$ cat config.mk
export PLATFORM = sky130hd
export DESIGN_NAME = dual_phase_serializer
export DESIGN_NICKNAME = d
export VERILOG_FILES = /design/src/rtl/ser_pkg.sv /design/src/rtl/ser_phase_ctrl.sv /design/src/rtl/ser_half_sr.sv /design/src/rtl/ser_prbs_gen.sv /design/src/rtl/dual_phase_serializer.sv
export SDC_FILE = /design/constraint.sdc
export NUM_CORES = 1
export LEC_CHECK = 0
export ABC_AREA = 1
export CORE_AREA = 2 2 60 62
export DETAILED_ROUTE_END_ITERATION = 16
export DIE_AREA = 0 0 62 64
export GPL_ROUTABILITY_DRIVEN = 0
export PLACE_DENSITY_LB_ADDON = 0.1
export SLEW_MARGIN = 0
export SYNTH_ARGS = -nofsm -noshare
export SYNTH_HDL_FRONTEND = slang
export SYNTH_SLANG_ARGS = --single-unit
export TNS_END_PERCENT = 5
$ cat constraint.sdc
create_clock -name clk -period 2.2 [get_ports clk]
set_clock_uncertainty 0.2 [all_clocks]
set_input_delay 0.44 -clock clk [delete_from_list [all_inputs] [get_ports clk]]
set_output_delay 0.44 -clock clk [all_outputs]
set_load 0.05 [all_outputs]
$ cat src/rtl/ser_pkg.sv
// Package: shared types and constants for the dual-phase serializer.
// Assumes: the self-test generator is a 7-bit LFSR, and the serial slot
// phase has exactly two values.
package ser_pkg;

    localparam int unsigned PRBS_W = 7;

    // Slot phase inside one half-rate period: even lane first, odd lane second.
    typedef enum logic {
        PH_EVEN = 1'b0,
        PH_ODD  = 1'b1
    } slot_phase_e;

endpackage

$ cat src/rtl/ser_phase_ctrl.sv
// Module: ser_phase_ctrl
// Makes the half-rate phase flag and the word-rate load strobe from the
// single bit-rate clock. The phase toggles every cycle. A counter of
// half-rate periods wraps after HALF_W periods. The strobe is high in the
// odd slot of the last period of each word.
// Assumes: HALF_W >= 2. Reset leaves the controller in the strobe slot, so
// the first edge after reset loads a word.
module ser_phase_ctrl
    import ser_pkg::*;
#(
    parameter int unsigned HALF_W = 5
) (
    input  logic        clk,
    input  logic        rst_n,
    output slot_phase_e phase_o,
    output logic        shift_en_o,
    output logic        load_o
);

    localparam int unsigned CNT_W = (HALF_W > 1) ? $clog2(HALF_W) : 1;
    localparam logic [CNT_W-1:0] LAST_PAIR = CNT_W'(HALF_W - 1);

    slot_phase_e      phase_q;
    logic [CNT_W-1:0] pair_q;

    // Toggle the slot phase and count pairs at the end of each odd slot.
    always_ff @(posedge clk) begin
        if (!rst_n) begin
            phase_q <= PH_ODD;
            pair_q  <= LAST_PAIR;
        end else begin
            phase_q <= (phase_q == PH_EVEN) ? PH_ODD : PH_EVEN;
            if (phase_q == PH_ODD) begin
                pair_q <= (pair_q == LAST_PAIR) ? '0 : pair_q + 1'b1;
            end
        end
    end

    // Shift registers advance once per half-rate period, in the odd slot.
    always_comb begin
        phase_o    = phase_q;
        shift_en_o = (phase_q == PH_ODD);
        load_o     = (phase_q == PH_ODD) && (pair_q == LAST_PAIR);
    end

endmodule

$ cat src/rtl/ser_half_sr.sv
// Module: ser_half_sr
// One half-rate lane: a parallel-load shift register in which each stage
// selects between its parallel bit and the stage above it. It moves only
// when shift_en is high. The LSB is the lane's next outgoing bit.
// Assumes: load is only high while shift_en is high, and W >= 2.
module ser_half_sr #(
    parameter int unsigned W = 5
) (
    input  logic         clk,
    input  logic         rst_n,
    input  logic         shift_en,
    input  logic         load,
    input  logic [W-1:0] par_i,
    output logic         lsb_o
);

    logic [W-1:0] stage_q;

    // Per-stage 2:1 choice: parallel word on load, else the neighbour above.
    always_ff @(posedge clk) begin
        if (!rst_n) begin
            stage_q <= '0;
        end else if (shift_en) begin
            if (load) begin
                stage_q <= par_i;
            end else begin
                stage_q <= {1'b0, stage_q[W-1:1]};
            end
        end
    end

    // Expose the stage that leaves next.
    assign lsb_o = stage_q[0];

endmodule

$ cat src/rtl/ser_prbs_gen.sv
// Module: ser_prbs_gen
// Self-test word source: a 7-bit LFSR with taps for x^7 + x^6 + 1 that
// gives WORD_W fresh bits per word. Word bit 0 is the first bit generated.
// The state moves on only when the word is consumed.
// Assumes: SEED is non-zero.
module ser_prbs_gen
    import ser_pkg::*;
#(
    parameter int unsigned        WORD_W = 10,
    parameter logic [PRBS_W-1:0] SEED   = 7'h01
) (
    input  logic              clk,
    input  logic              rst_n,
    input  logic              advance,
    output logic [WORD_W-1:0] word_o
);

    logic [PRBS_W-1:0] state_q;
    logic [PRBS_W-1:0] walk;
    logic              fb_bit;

    // Unroll WORD_W LFSR steps to form the word and the following state.
    always_comb begin
        walk   = state_q;
        fb_bit = 1'b0;
        word_o = '0;
        for (int i = 0; i < int'(WORD_W); i++) begin
            fb_bit    = walk[PRBS_W-1] ^ walk[PRBS_W-2];
            word_o[i] = fb_bit;
            walk      = {walk[PRBS_W-2:0], fb_bit};
        end
    end

    // Commit the stepped state only when a test word is loaded.
    always_ff @(posedge clk) begin
        if (!rst_n) begin
            state_q <= SEED;
        end else if (advance) begin
            state_q <= walk;
        end
    end

endmodule

$ cat src/rtl/dual_phase_serializer.sv
// Module: dual_phase_serializer (top)
// 10:1 serializer built from two half-rate lanes. The source mux picks the
// user word or the self-test word at the load strobe. The word is split into
// an even lane and an odd lane. A phase mux alternates between the lanes, and
// one output flop retimes the serial bit.
// Assumes: WORD_W is even. Inputs matter only in cycles where load_o is high.
module dual_phase_serializer
    import ser_pkg::*;
#(
    parameter int unsigned        WORD_W    = 10,
    parameter logic [PRBS_W-1:0] PRBS_SEED = 7'h01
) (
    input  logic              clk,
    input  logic              rst_n,
    input  logic [WORD_W-1:0] data_i,
    input  logic              test_sel_i,
    output logic              load_o,
    output logic              ser_o
);

    localparam int unsigned HALF_W = WORD_W / 2;
    localparam int unsigned LANES  = 2;

    slot_phase_e             phase;
    logic                    shift_en;
    logic [WORD_W-1:0]       prbs_word;
    logic [WORD_W-1:0]       src_word;
    logic [LANES-1:0][HALF_W-1:0] lane_par;
    logic [LANES-1:0]        lane_lsb;
    logic                    slot_bit;

    ser_phase_ctrl #(
        .HALF_W (HALF_W)
    ) u_phase (
        .clk        (clk),
        .rst_n      (rst_n),
        .phase_o    (phase),
        .shift_en_o (shift_en),
        .load_o     (load_o)
    );

    ser_prbs_gen #(
        .WORD_W (WORD_W),
        .SEED   (PRBS_SEED)
    ) u_prbs (
        .clk     (clk),
        .rst_n   (rst_n),
        .advance (load_o && test_sel_i),
        .word_o  (prbs_word)
    );

    // Word mux: the source choice only matters in the load cycle.
    assign src_word = test_sel_i ? prbs_word : data_i;

    // Deal the word across the lanes and build one shift register per lane.
    for (genvar ln = 0; ln < LANES; ln++) begin : g_lane
        for (genvar b = 0; b < HALF_W; b++) begin : g_bit
            assign lane_par[ln][b] = src_word[LANES*b + ln];
        end

        ser_half_sr #(
            .W (HALF_W)
        ) u_sr (
            .clk      (clk),
            .rst_n    (rst_n),
            .shift_en (shift_en),
            .load     (load_o),
            .par_i    (lane_par[ln]),
            .lsb_o    (lane_lsb[ln])
        );
    end

    // Phase mux: even lane in the first slot, odd lane in the second.
    assign slot_bit = (phase == PH_ODD) ? lane_lsb[1] : lane_lsb[0];

    // Output retiming flop, cleared by reset.
    always_ff @(posedge clk) begin
        if (!rst_n) begin
            ser_o <= 1'b0;
        end else begin
            ser_o <= slot_bit;
        end
    end

endmodule

# == After elaboration in Yosys (flattened, before gate mapping) ==
# Index checks and enable logic that the tools add are counted.
# word_totals
mem_bits_rw,0
reg_bits,22
mem_count,0
output_inout_bits,2
input_bits,13
rom_bits,0
latchBits,0
# op_classes
shifts,0
add_sub_neg,1
order_cmp,0
n_mux,6
n_mul,0
n_bitwise,10
div_mod_pow,0
eq_ne,1
reduce_logical,2
# op_table
cell,count
$mux W10,1
$mux W5,2
$xor A1 B1 Y1,10
$add A3 B1 Y3 const B,1
$eq A3 B3 Y1 const B,1
$mux W3,1
$logic_and A1 B1 Y1,2
$mux W1,2

# == Depth between registers and ports, before layout ==
# depth
ltp_word,4
ltp_mapped,9
ltp_nobuf,8

# == Modules after synthesis ==
# Synthesis repeated with hierarchy kept, for this count alone.
# hier_totals
hier_cells,216
area_unflattened_um2,1342.5
# modules_own_cells
module,cells_each,area_per_inst_um2,n_inst
ser_half_sr,39,245.2,2
ser_prbs_gen,68,427.9,1
dual_phase_serializer,40,215.2,1
ser_phase_ctrl,30,209.0,1

# == Least setup slack after synthesis ==
# OpenSTA, ideal clock, no wires.
# synth_timing
kind,reg2out
start,register u_phase.pair_q[0]
end,output load_o
setup_slack_ps,342
path_stages_with_launch,5
arrival_time_ps,1218
cell_sequence,dfxtp_1 -> inv_1 -> ha_1 -> nand2_1 -> nor2_2
# synth_between
elab_chain_cells,2
# synth_lines
element,line,text
from (decl),ser_phase_ctrl.sv:24,logic [CNT_W-1:0] pair_q;
from (signal assigned),ser_phase_ctrl.sv:34,pair_q <= (pair_q == LAST_PAIR) ? '0 : pair_q + 1'b1;
$eq A3 B3 Y1,ser_phase_ctrl.sv:43,load_o = (phase_q == PH_ODD) && (pair_q == LAST_PAIR);
$logic_and A1 B1 Y1,ser_phase_ctrl.sv:43,
to (decl),dual_phase_serializer.sv:17,"output logic load_o,"
# Every way passes these cells.

# == Final worst setup path ==
# layout_timing
start,register ser_o
end,output ser_o
# layout_rtl
element,line,text
from (decl),dual_phase_serializer.sv:18,output logic ser_o
from (signal assigned),dual_phase_serializer.sv:81,ser_o <= slot_bit;
# No word-level cell between the ends.

==> results.cfg <==
[clock_network]
clockBufferDepth = 2
clkTransAtPathRegs_ns = 0.12
cts_root_buffer = clkbuf_4
cts_max_level = 1
post_cts_buffers = 0
cts_made_buffers = 3
clk_latency_ns = 0.30
cts_tree = built
hold_buffers = 0
cts.sinks = 22
ctsResizeCount = 0

[worst_hold_path]
hp-start = g_lane[1].u_sr.stage_q[0]
whs_endpoint = ser_o
holdPathStages = 2
hp-class = register to register

[power_and_ir_drop]
p_comb_share_pct = 28.1
seqPwrFrac_pct = 51.3
power.leakage_nw = 0.646
intPower_mw = 0.610
netSwitchingFraction_pct = 33.0
power.switching_mw = 0.301
ir_drop_mv = 0.296
clockPowerShare_pct = 20.6
powerDensity_nw_per_um2 = 687

[die]
core_um2 = 3280
die_y_um = 64
rows = 21
start_util_pct = 34.3
pin_count = 15
fp.dieW_um = 62
die-area_um2 = 3970

[placement]
dp_slack_ns = 0.212
dp_hpwl_um = 1850
place.port_buffers = 14

[timing]
slew_violations = 0
slew_headroom_pct = 67.3
fin_crit_ns = 2.08
fmax_mhz = 481
timing.setup.tns_ns = 0
setup_slack_ns = 0.121
finalSetupViolCount = 0
tightest_slew_ns = 0.488
fin_crit_sh_pct = 94.5
final_hold_viol_count = 0
rsz0062_at_grt = no

[critical_path]
cp_data_arrival_time_ns = 1.44
path_class = register to primary output
r2r_slack_ns = 0.52
cp_max_fo = 1
crit_required_ns = 1.56
cp.buffers_inverters = 1
slowest_stage = clkdlybuf4s50_1
cp-start-kind = register
reg2reg_depth = 7
critical_path_cell_count = 1
cpLargestDelayFamily = buffers and inverters
cp-end-kind = primary output
rr_endpoint = u_prbs.state_q[3]
path_cells = clkdlybuf4s50_1
critPathMaxStageDelay_ns = 0.79
reg2reg_from = u_phase.pair_q[0]

[synth]
yosys.area_share.simple_pct = 29.3
synth.distinct_cells = 19
synthMuxAreaShare_pct = 0
netlist.area_leader.share_pct = 39.1
synth_area_leaders = dfxtp_1, nand2_1, a21oi_1
syn_area_um2 = 1130
synth-seq-area-share_pct = 39.1
ys_ff_latch = 22
syn-instance-count = 159
yosysTopAreaCell = dfxtp_1
synth_compound_area_share_pct = 10.7
synth_nets = 174
synth_adder_area_share_pct = 2.22
synth-xor-area-share_pct = 7.00
yosys_warnings = 0
synth_top_family_by_area = simple AND/OR/NAND/NOR gates
avgSynthCellArea_um2 = 7.08

[global_routing]
grt_max_degree = 17
grt_pass1_wl_um = 4110
grt_usage_pct = 13.8
first_global_vias = 911
antenna_found_initial = 0
gr-total-overflow = 0

[final_layout]
final_net_count = 189
layout-drive-gt1-share_pct = 7.56
syn_to_final_growth_pct = 17.8
n_antenna_cell = 0
n_fill_cell = 365

[route]
drt-vias-per-instance = 4.57
wl_per_cell_um = 11.2
drc_errors = 0
drtAntennaViolNets = 0
drt_pass1_iterations = 6
wl_um = 2430
vias = 996
drtIter0Drc = 43

[outcome]
status = finished clean

[flow_run]
maxCapViolCount = 0
state kept, by name, summed over array words and instances (netlist names):
| name | cells |
|---|---|
| u_phase.pair_q | 3 |
| ser_o | 1 |
| g_lane.u_sr.stage_q | 10 |
| u_phase.phase_o | 1 |
| u_prbs.state_q | 7 |
worst max-delay path by stage:
stage | from | endpoint | slack, ns
3_5_place_dp | test_sel_i | u_prbs.state_q[3] | 0.21
4_1_cts | ser_o | ser_o | 0.11
5_1_grt | u_phase.pair_q[0] | load_o | 0.03
2_1_floorplan | u_phase.pair_q[0] | load_o | 0.34
3_3_place_gp | test_sel_i | u_prbs.state_q[3] | 0.22
6_report | ser_o | ser_o | 0.12
cell type report:
cell class | count | area [µm²] | area share (%)
clock buffer | 3 | 22.5 | 1.70
inverter | 21 | 78.8 | 5.94
multi-input combinational | 109 | 554 | 41.8
sequential | 22 | 440 | 33.2
tap | 46 | 57.6 | 4.34
timing repair buffer | 17 | 173 | 13.0
synth_stat cells:
cell       n
nand2_1   44
dfxtp_1   22
inv_1     20
a21oi_1   16
nand3_1   13
nor2_1    12
xor2_1     9
o21ai_0    5
buf_6      3
clkbuf_1   3
ha_1       2
nand3_2    2
nor2_4     2
a211oi_1   1
buf_4      1
inv_2      1
nand4_1    1
nor2_2     1
o211ai_1   1
metal layers:
metal	vias up	track usage, %	wire length (µm)
met1	461	18.9	1220
met3	2	2.43	51
li1	524	-	-
met2	9	21.5	1140
met5	-	0	0
met4	0	4.79	23
stage by stage:
stage          util, %  cells  instance area [µm²]  power (mW)  hold WS [ns]
2_1_floorplan        -    159                 1130       0.652         0.247
3_3_place_gp      39.7    215                 1300       0.732         0.268
3_5_place_dp      39.7    215                 1300       0.736         0.274
4_1_cts           40.4    218                 1330       0.923         0.294
5_1_grt           40.4    218                 1330       0.969         0.326
6_report          40.4    218                 1330       0.912         0.280
placed cells by master, fill, tap and decap left out, drive strengths merged:
| cell type | count |
|---|---|
| nand2 | 44 |
| dfxtp | 22 |
| inv | 21 |
| a21oi | 16 |
| nand3 | 15 |
| nor2 | 15 |
| clkdlybuf4s50 | 13 |
| xor2 | 9 |
| o21ai | 5 |
| buf | 4 |
| clkbuf | 3 |
| ha | 2 |
| o211ai | 1 |
| nand4 | 1 |
| a211oi | 1 |
logic make-up after synthesis:
group | count (synthesis)
AO/OA/AOI/OAI | 23
XOR/XNOR | 9
AND/OR/NAND/NOR | 75
adder cells (fa/ha/maj) | 2
buffers and inverters | 28
flip-flops | 22
power groups by stage:
stage	logic, mW	registers (mW)	clock network (mW)
after CTS	0.260	0.468	0.195
final	0.256	0.468	0.187
after global routing	0.288	0.473	0.208
after detailed placement	0.259	0.477	0
after floorplan	0.182	0.470	0
after global placement	0.257	0.476	0
Power figures use the tool's default switching activity.
